<file path="config.mk">
export PLATFORM = sky130hd
export DESIGN_NAME = ctr_access_port
export DESIGN_NICKNAME = d
export VERILOG_FILES = /design/src/rtl/cap_pkg.sv /design/src/rtl/cap_wshape.sv /design/src/rtl/cap_ridx.sv /design/src/rtl/cap_bank.sv /design/src/rtl/ctr_access_port.sv
export SDC_FILE = /design/constraint.sdc
export NUM_CORES = 1
export LEC_CHECK = 0
export ABC_AREA = 1
export BUFFER_PORTS_ARGS = -buffer_cell sky130_fd_sc_hd__buf_4
export CORE_AREA = 10 10 198 200
export DETAILED_ROUTE_END_ITERATION = 8
export DIE_AREA = 0 0 208 210
export HOLD_SLACK_MARGIN = 0.02
export PLACE_DENSITY_LB_ADDON = 0.1
export SLEW_MARGIN = 20
export SYNTH_ARGS = -nofsm -noshare
export SYNTH_HDL_FRONTEND = slang
export SYNTH_HIERARCHICAL = 1
export SYNTH_SLANG_ARGS = --single-unit
</file>
<file path="constraint.sdc">
create_clock -name clk -period 3.4 [get_ports clk]
set_input_delay 0.17 -clock clk [delete_from_list [all_inputs] [get_ports clk]]
set_output_delay 0.17 -clock clk [all_outputs]
set_load 0.005 [all_outputs]
</file>
<file path="src/rtl/cap_pkg.sv">
// Shared definitions for the counter access port.
// Assumes a 64-bit data bus and a 32-bit read index word.
package cap_pkg;
    localparam int unsigned BUS_W    = 64;
    localparam int unsigned IDX_W    = 32;
    localparam int unsigned FAST_BIT = 31;
    localparam int unsigned BANK_BIT = 30;
    localparam int unsigned NUM_W    = 30;

    typedef enum logic [1:0] {
        OP_WR_LEGACY = 2'b00,
        OP_WR_FULL   = 2'b01,
        OP_WR_FIXED  = 2'b10,
        OP_READ      = 2'b11
    } cap_op_e;
endpackage

</file>
<file path="src/rtl/cap_wshape.sv">
// Write value shaping: sign-extends legacy data, masks full-width and fixed
// data, and flags a full-width write that cannot be accepted.
// Assumes 1 <= CTR_W <= 64. Purely combinational.
module cap_wshape #(
    parameter int unsigned CTR_W      = 48,
    parameter bit          FULL_WR_EN = 1'b1
) (
    input  logic [cap_pkg::BUS_W-1:0] din,
    input  cap_pkg::cap_op_e          op,
    output logic [CTR_W-1:0]          shaped,
    output logic                      width_fault
);
    import cap_pkg::*;

    logic [BUS_W-1:0] sext;
    logic             excess;

    // Sign-extend the low word to the bus width.
    always_comb sext = {{(BUS_W-32){din[31]}}, din[31:0]};

    // Any bit at or above the counter width is excess.
    always_comb excess = ((din >> CTR_W) != '0);

    // Pick the shaped value for the requested alias.
    always_comb begin
        if (op == OP_WR_LEGACY) shaped = sext[CTR_W-1:0];
        else                    shaped = din[CTR_W-1:0];
    end

    // A full-width write faults on excess bits or when the alias is disabled.
    always_comb width_fault = (op == OP_WR_FULL) && (!FULL_WR_EN || excess);
endmodule

</file>
<file path="src/rtl/cap_ridx.sv">
// Read index decoder: splits the index into bank, fast flag and counter
// number, and flags numbers that fall outside the selected bank.
// Assumes NUM_GP and NUM_FX are at least 1. Purely combinational.
module cap_ridx #(
    parameter int unsigned NUM_GP = 4,
    parameter int unsigned NUM_FX = 3,
    parameter int unsigned SEL_W  = 2
) (
    input  logic [cap_pkg::IDX_W-1:0] idx,
    output logic                      fixed_sel,
    output logic                      fast,
    output logic [SEL_W-1:0]          num,
    output logic                      range_fault
);
    import cap_pkg::*;

    logic [NUM_W-1:0] full_num;

    // Field extraction.
    always_comb begin
        fixed_sel = idx[BANK_BIT];
        fast      = idx[FAST_BIT];
        full_num  = idx[NUM_W-1:0];
        num       = full_num[SEL_W-1:0];
    end

    // Bounds check against the bank that was selected.
    always_comb begin
        if (fixed_sel) range_fault = (full_num >= NUM_W'(NUM_FX));
        else           range_fault = (full_num >= NUM_W'(NUM_GP));
    end
endmodule

</file>
<file path="src/rtl/cap_bank.sv">
// Counter storage bank: N registers with one write port and one read port.
// Assumes wr_sel < N whenever wr_en is high. An out-of-range rd_sel reads zero.
module cap_bank #(
    parameter int unsigned N     = 4,
    parameter int unsigned CTR_W = 48,
    parameter int unsigned SEL_W = 2
) (
    input  logic             clk,
    input  logic             rst_n,
    input  logic             wr_en,
    input  logic [SEL_W-1:0] wr_sel,
    input  logic [CTR_W-1:0] wr_val,
    input  logic [SEL_W-1:0] rd_sel,
    output logic [CTR_W-1:0] rd_val
);
    logic [CTR_W-1:0] q [N];

    for (genvar gi = 0; gi < N; gi++) begin : g_ctr
        // Hold or load one counter.
        always_ff @(posedge clk) begin
            if (!rst_n)                                    q[gi] <= '0;
            else if (wr_en && (wr_sel == SEL_W'(gi)))      q[gi] <= wr_val;
        end

        // a counter not addressed by an accepted write keeps its value.
        a_r9_untouched_hold: assert property (@(posedge clk) disable iff (!rst_n)
            !(wr_en && (wr_sel == SEL_W'(gi))) |=> $stable(q[gi]));
    end

    // Read multiplexer.
    always_comb begin
        rd_val = '0;
        for (int k = 0; k < N; k++)
            if (rd_sel == SEL_W'(k)) rd_val = q[k];
    end
endmodule

</file>
<file path="src/rtl/ctr_access_port.sv">
// Counter access port: decodes requests, shapes write data, stores counters in
// two banks and returns a registered response one cycle after each strobe.
// Assumes one request per strobe cycle and CTR_W in 1..64.
module ctr_access_port #(
    parameter int unsigned CTR_W      = 48,
    parameter int unsigned NUM_GP     = 4,
    parameter int unsigned NUM_FX     = 3,
    parameter bit          FULL_WR_EN = 1'b1
) (
    input  logic        clk,
    input  logic        rst_n,
    input  logic        req_vld,
    input  logic [1:0]  req_op,
    input  logic [31:0] req_sel,
    input  logic [63:0] req_data,
    output logic        rsp_vld,
    output logic        rsp_fault,
    output logic [63:0] rsp_data
);
    import cap_pkg::*;

    localparam int unsigned MAX_N = (NUM_GP > NUM_FX) ? NUM_GP : NUM_FX;
    localparam int unsigned SEL_W = (MAX_N > 1) ? $clog2(MAX_N) : 1;

    cap_op_e          op;
    logic [CTR_W-1:0] shaped;
    logic             width_fault;
    logic             rd_fixed, rd_fast, rd_range_fault;
    logic [SEL_W-1:0] rd_num;
    logic             gp_sel_ok, fx_sel_ok;
    logic             gp_wr_en, fx_wr_en;
    logic [CTR_W-1:0] gp_rd, fx_rd;
    logic             fault_nxt;
    logic [BUS_W-1:0] data_nxt, full_rd;

    // Operation decode.
    always_comb op = cap_op_e'(req_op);

    cap_wshape #(.CTR_W(CTR_W), .FULL_WR_EN(FULL_WR_EN)) u_wshape (
        .din(req_data), .op(op), .shaped(shaped), .width_fault(width_fault));

    cap_ridx #(.NUM_GP(NUM_GP), .NUM_FX(NUM_FX), .SEL_W(SEL_W)) u_ridx (
        .idx(req_sel), .fixed_sel(rd_fixed), .fast(rd_fast),
        .num(rd_num), .range_fault(rd_range_fault));

    // Write target bounds check.
    always_comb begin
        gp_sel_ok = (req_sel < 32'(NUM_GP));
        fx_sel_ok = (req_sel < 32'(NUM_FX));
    end

    // Write enables: only accepted writes reach the banks.
    always_comb begin
        gp_wr_en = req_vld && (op == OP_WR_LEGACY || op == OP_WR_FULL) && gp_sel_ok && !width_fault;
        fx_wr_en = req_vld && (op == OP_WR_FIXED) && fx_sel_ok;
    end

    cap_bank #(.N(NUM_GP), .CTR_W(CTR_W), .SEL_W(SEL_W)) u_gp_bank (
        .clk(clk), .rst_n(rst_n), .wr_en(gp_wr_en), .wr_sel(req_sel[SEL_W-1:0]),
        .wr_val(shaped), .rd_sel(rd_num), .rd_val(gp_rd));

    cap_bank #(.N(NUM_FX), .CTR_W(CTR_W), .SEL_W(SEL_W)) u_fx_bank (
        .clk(clk), .rst_n(rst_n), .wr_en(fx_wr_en), .wr_sel(req_sel[SEL_W-1:0]),
        .wr_val(shaped), .rd_sel(rd_num), .rd_val(fx_rd));

    // Select bank output and zero-extend.
    always_comb full_rd = BUS_W'(rd_fixed ? fx_rd : gp_rd);

    // Fault and data for the response.
    always_comb begin
        fault_nxt = 1'b0;
        data_nxt  = '0;
        case (op)
            OP_WR_LEGACY: fault_nxt = !gp_sel_ok;
            OP_WR_FULL:   fault_nxt = !gp_sel_ok || width_fault;
            OP_WR_FIXED:  fault_nxt = !fx_sel_ok;
            default: begin
                fault_nxt = rd_range_fault;
                if (!rd_range_fault)
                    data_nxt = rd_fast ? {32'b0, full_rd[31:0]} : full_rd;
            end
        endcase
    end

    // Response register.
    always_ff @(posedge clk) begin
        if (!rst_n) begin
            rsp_vld   <= 1'b0;
            rsp_fault <= 1'b0;
            rsp_data  <= '0;
        end else begin
            rsp_vld   <= req_vld;
            rsp_fault <= req_vld && fault_nxt;
            rsp_data  <= req_vld ? data_nxt : '0;
        end
    end

    // response valid tracks the strobe with one cycle of delay.
    a_r10_rsp_follows: assert property (@(posedge clk) disable iff (!rst_n)
        req_vld |=> rsp_vld);
    a_r10_rsp_quiet: assert property (@(posedge clk) disable iff (!rst_n)
        !req_vld |=> !rsp_vld);
    // a faulting response carries no data.
    a_r10_fault_zero: assert property (@(posedge clk) disable iff (!rst_n)
        (rsp_vld && rsp_fault) |-> (rsp_data == '0));
    // excess bits on a full-width write always fault.
    a_r3_excess_faults: assert property (@(posedge clk) disable iff (!rst_n)
        (req_vld && op == OP_WR_FULL && ((req_data >> CTR_W) != '0)) |=> rsp_fault);
    // an in-range legacy write is never refused.
    a_r2_legacy_accepts: assert property (@(posedge clk) disable iff (!rst_n)
        (req_vld && op == OP_WR_LEGACY && req_sel < 32'(NUM_GP)) |=> !rsp_fault);
    // a fast read never returns upper bits.
    a_r6_fast_upper_zero: assert property (@(posedge clk) disable iff (!rst_n)
        (req_vld && op == OP_READ && req_sel[FAST_BIT]) |=> (rsp_data[63:32] == '0));

    if (!FULL_WR_EN) begin : g_nofull_chk
        // the disabled alias refuses every write.
        a_r11_full_refused: assert property (@(posedge clk) disable iff (!rst_n)
            (req_vld && op == OP_WR_FULL) |=> rsp_fault);
    end
endmodule

</file>
* After elaboration in Yosys (flattened, before gate mapping) *
Memories as Yosys holds them, arrays and structs flattened.
Cells that the tools add are included.
W data, S select, Z words.

word-level totals
  flip-flop bits (word level) = 66
  memory bits (writable) = 336
  input port bits = 101
  output and inout bits = 66
  logic and storage cells = 88
  memories kept = 2

operators by class
  magnitude comparators = 4
  equal/unequal tests = 5
  mux-type cells = 40
  bitwise gates (word level) = 9
  reduce and logical (&&, ||, !) cells = 24

memories
  memory       words  width  rd ports  clocked after memory_dff  write ports  line            source
  u_gp_bank.q  4      48     4         0                         4            cap_bank.sv:16  logic [CTR_W-1:0] q [N];
  u_fx_bank.q  3      48     3         0                         3            cap_bank.sv:16

operators with widths
  operator               number
  $mux W48               16
  $reduce_bool A64 Y1    1
  $lt A32 B2 Y1 const B  1
  $lt A32 B3 Y1 const B  1
  $ge A30 B2 Y1 const B  1
  $ge A30 B3 Y1 const B  1
  $mux W1                23
  $logic_and A1 B1 Y1    14
  $or A1 B1 Y1           7
  $reduce_or A7 Y1       1
  $eq A2 B2 Y1 const B   3
  $reduce_or A6 Y1       1
  $eq A2 B1 Y1 const B   2
  $logic_not A2 Y1       2
  $logic_not A1 Y1       3
  $pmux W1 S3            1
  $logic_or A1 B1 Y1     2
  $not A1 Y1             2

* Logic depth before layout (Yosys ltp) *
  word-level depth = 10
  gate-level depth with buffers = 11
  mapped depth without buffers = 9

* Hierarchy *
The synthesis kept the hierarchy.

modules (own cells, without submodules)
  module                times used  cells an instance  area each (µm²)  seq. area each (µm²)
  cap_bank (u_gp_bank)  1           748                8299.2           5765.5
  cap_bank (u_fx_bank)  1           583                6203.4           4324.1
  ctr_access_port       1           285                2240.9           1001.0
  cap_wshape            1           86                 486.7            0.0
  cap_ridx              1           52                 215.2            0.0

* Least setup slack after synthesis *
Ideal clock, no wire load.

  kind = input-to-reg
  from = input port req_sel[15]
  to = memory u_gp_bank.q[0][0] (enable)
  library setup time = 0.407 ns
  data arrival time = 2.112 ns
  data required time = 2.993 ns
  setup slack = 0.881 ns
  stages on the path = 9
  path buffers = 1
  cell sequence = nor2_1 nand2_1 nor2_1 nand2_1 nor3_1 o211a_1 buf_4 nand3_1 nand2_1

RTL lines
  item             line                   source
  start, declared  ctr_access_port.sv:14  input logic [31:0] req_sel,
  end, declared    cap_bank.sv:16

* Worst setup path in the final report *
  from = input port req_sel[0]
  to = register rsp_data[12]

between the ends
  cells in the longest elaborated chain, start to end = 6
  elaborated cells on any way between the ends = 16
  those cells by class = order compare (2); eq/ne (3); mux (9); reduce/logical (2)

ends and longest elaborated chain
  item                   line                   source
  $logic_not A2 Y1       cap_bank.sv:34         if (rd_sel == SEL_W'(k)) rd_val = q[k];
  $mux W48 (3 in a row)  cap_bank.sv:34
  $mux W48 *             cap_bank.sv:34
  named net gp_rd[12]    ctr_access_port.sv:32  logic [CTR_W-1:0] gp_rd, fx_rd;
  $mux W48 *             ctr_access_port.sv:67  always_comb full_rd = BUS_W'(rd_fixed ? fx_rd : gp_rd);
  end signal, assigned   ctr_access_port.sv:94  rsp_data <= req_vld ? data_nxt : '0;
  end, declared          ctr_access_port.sv:18  output logic [63:0] rsp_data

Mark *: on every way through the listed nets, which the timed path passes. The rest lies on a longest branch.
A chain may end at the register's enable or synchronous reset.

==> metrics.md <==
| Metric | Value |
|---|---|
| Antenna-violating nets left | 0 |
| Max-cap violation count | 0 |
| Final Max Slew Viols | 0 |
| Commonest non-fill, non-tap cell in the layout | nor2_1 |
| Period minus WS final | approximately 2.3 ns |
| Synth top area share | approximately 58% |
| Inserted Diodes | 0 |
| DR iter-0 viols | approximately 1100 |
| Hold slack | approximately 0.043 ns |
| Pre-CTS WS | around 0.78 ns |
| Die H | 210 um |
| Final setup margin | ~1.1 ns |
| RSZ-0062 raised after global routing | no |
| Synth cell types | 26 |
| Clock buffer depth | 3 |
| Mapped Area | 17450 um2 |
| Leak pwr | roughly 8 nW |
| CP Launch Type | primary input |
| Die ar. | roughly 44000 um2 |
| Synth Register Bits | about 390 |
| Worst EP arrival | 2.74 ns |
| Largest net degree at the start of global routing | around 160 |
| Final setup violation count | 0 |
| Leading area contributor after synthesis | edfxtp_1 |
| IO Pins | 167 |
| Most frequent cells in the layout | 382 x nor2_1, 336 x edfxtp_1, 298 x nand3_1 |
| Standard-cell row count | 69 |
| Core ar. | 35220 um2 |
| Detail-routed via count per cell | approximately 5.4 |
| Post-route cell area | roughly 20000 um2 |
| Clock latency on the worst-skew pair | between 0.5 and 0.6 ns |
| Number of global-route vias before repair | 12980 |
| Worst-path clk slew | about 0.06 ns |
| Status | finished clean |
| Die width | about 210 um |
| Routed WL per cell | 20.27 um |
| Final Skew | about 0.016 ns |
| Routed WL | around 48000 um |
| I/O Buffers | 150 |
| Peak supply drop | 0.3488 mV |
| Sequential share of the synthesized area | a little under two thirds |
| Synth Instances | between 1500 and 2000 |
| Yosys warning total | 6 |
| GRT Total Usage | between 20% and 30% |
| Total Power | 10.46 mW |
| Min-delay worst type | primary input to register |
| Via count | approximately 13000 |
| Crit path largest cell delay | 1.00 ns |
| Data required, critical path | between 3 and 4 ns |
| PwrDens | 520.2 nW/um2 |
| Layout area overhead | 15.21% |
| Final net count | around 2000 |
| Root Buffer Master | clkbuf_16 |
| DR DRC count | 0 |
| Measured slew at the worst slew-check pin | between 1 and 1.5 ns |
| CP Capture Type | register |
| Cells along the critical path | buf_4 -> buf_12 -> clkinv_2 -> nand3_1 -> nand4_1 -> nand2_1 -> a21oi_2 |
| CTS tree | yes |
| Buf+Inv Stages, Crit Path | 3 |
| WS Path Type | primary input to register |
| Syn_area_per_cell | a little under 10 um2 |
| Initial antenna violation count | 0 |
| Endpoints failing hold | 0 |
| DP HPWL | 26530 um |
| Clk sink count | around 390 |
| Initial DRT Pass Iterations | 5 |
| H-tree depth | 2 |
| Placed Area | roughly 19000 um2 |
| Initial Util | between 40 and 50% |
| Setup TNS Final | 0 ns |
| Period Utilization, post-route | roughly 70% |
| CP max-delay cell | clkinv_2 |
| RD Place Congestion | 0.7647 |
| Synth area leaders | edfxtp_1 58%, nand3_1 8.6%, nor2_1 8.2%, dfxtp_1 5.7%, nand2_1 5.4% |
| CP delay by family, top | buffers and inverters |
| Highest clock rate | roughly 0.43 GHz |
| Slew headroom | between 20% and 30% |
| Layout cells sized above 1 | approximately 15% |
| CTS buffer count | 42 |
| Crit Path Max Fanout | around 150 |
| First-pass GRT wire length | ~74000 um |
| GRT overflow | 0 |
-- Yosys cell counts --
cell type	n
a21oi_2	30
o21ai_0	15
buf_2	53
or4_4	1
inv_2	6
buf_6	12
and2_1	1
nor3_1	2
nor2_1	383
o21ai_1	4
nand4_1	54
ha_1	5
nand2_4	1
inv_1	126
clkbuf_1	35
buf_4	62
dfxtp_1	50
nor2_2	2
a21oi_1	19
conb_1	1
o211a_1	1
nand3_1	299
nand2_1	249
edfxtp_1	336
buf_1	4
buf_12	3
-- worst paths after layout --
| check | startpoint | end | slack, ns | cells past startpoint |
|---|---|---|---|---|
| worst max-delay path | req_sel[0] | rsp_data[12] | 1.05 | 7 |
| worst min register to register | u_fx_bank/q[0][15] | rsp_data[15] | 0.63 | 4 |
| worst min-delay path | req_data[13] | u_fx_bank/q[1][13] | 0.04 | 3 |
| worst max register to register | u_gp_bank/q[1][33] | rsp_data[33] | 2.34 | 4 |
-- final cells by class --
class	count	area [um2]
inverter	132	496.7
sequential	386	11090
fill	3144	15120
clock inverter	22	133.9
multi-input combinational	1082	4878
tap	461	576.8
clock buffer	55	1141
timing repair buffer	212	1782
-- registers in the layout, indices dropped and copies added (netlist names) --
name         cells
rsp_data        48
rsp_fault        1
rsp_vld          1
u_fx_bank/q    144
u_gp_bank/q    192
-- report_power, final --
group	total (mW)	internal, mW	switching, mW	leakage, nW
clock network	4.26	2.44	1.82	0.622
logic	0.802	0.255	0.546	3.85
registers	5.39	5.34	0.0538	3.59
total	10.5	8.03	2.42	8.06
-- stage by stage --
step / util (%) / std cells
after floorplan: - / 1769
after global placement: 52.56 / 2242
after detailed placement: 52.56 / 2242
after CTS: 57.06 / 2350
after global routing: 57.06 / 2350
final: 57.06 / 2350
-- timing repair --
| item | CTS | global route |
|---|---|---|
| endpoints found under the setup margin | 0 | 0 |
| hold buffers | 31 | 0 |
| endpoints found under the hold margin | 189 | 0 |
| resized for setup | 0 | 0 |
| setup buffers | 0 | 0 |
-- kinds of logic (layout without fill, tap and decap cells) --
logic type,Yosys count,after routing,share of synthesized area [%]
DFF,386,386,63.57
and+or+nand+nor,992,992,24.41
buffers and inverters,301,421,8.987
AOI/OAI and AO/OA,69,69,2.654
adders and majority gates,5,5,0.3586
other,1,16,0.02150
-- tightest hold or removal path: stages --
cell and delay, ns:
buf_4 0.12, inv_1 0.08, nor2_1 0.10
-- metal layers --
layer | share of wire, % | wire, um | track usage, % | vias to the layer above
li1 | - | - | - | 6019
met1 | 43 | 20410 | 28.42 | 6191
met2 | 48 | 22760 | 35.26 | 487
met3 | 7.9 | 3777 | 3.873 | 57
met4 | 1.4 | 683 | 4.898 | 0
met5 | 0 | 0 | 0 | -
Power figures use the tool's default switching activity.
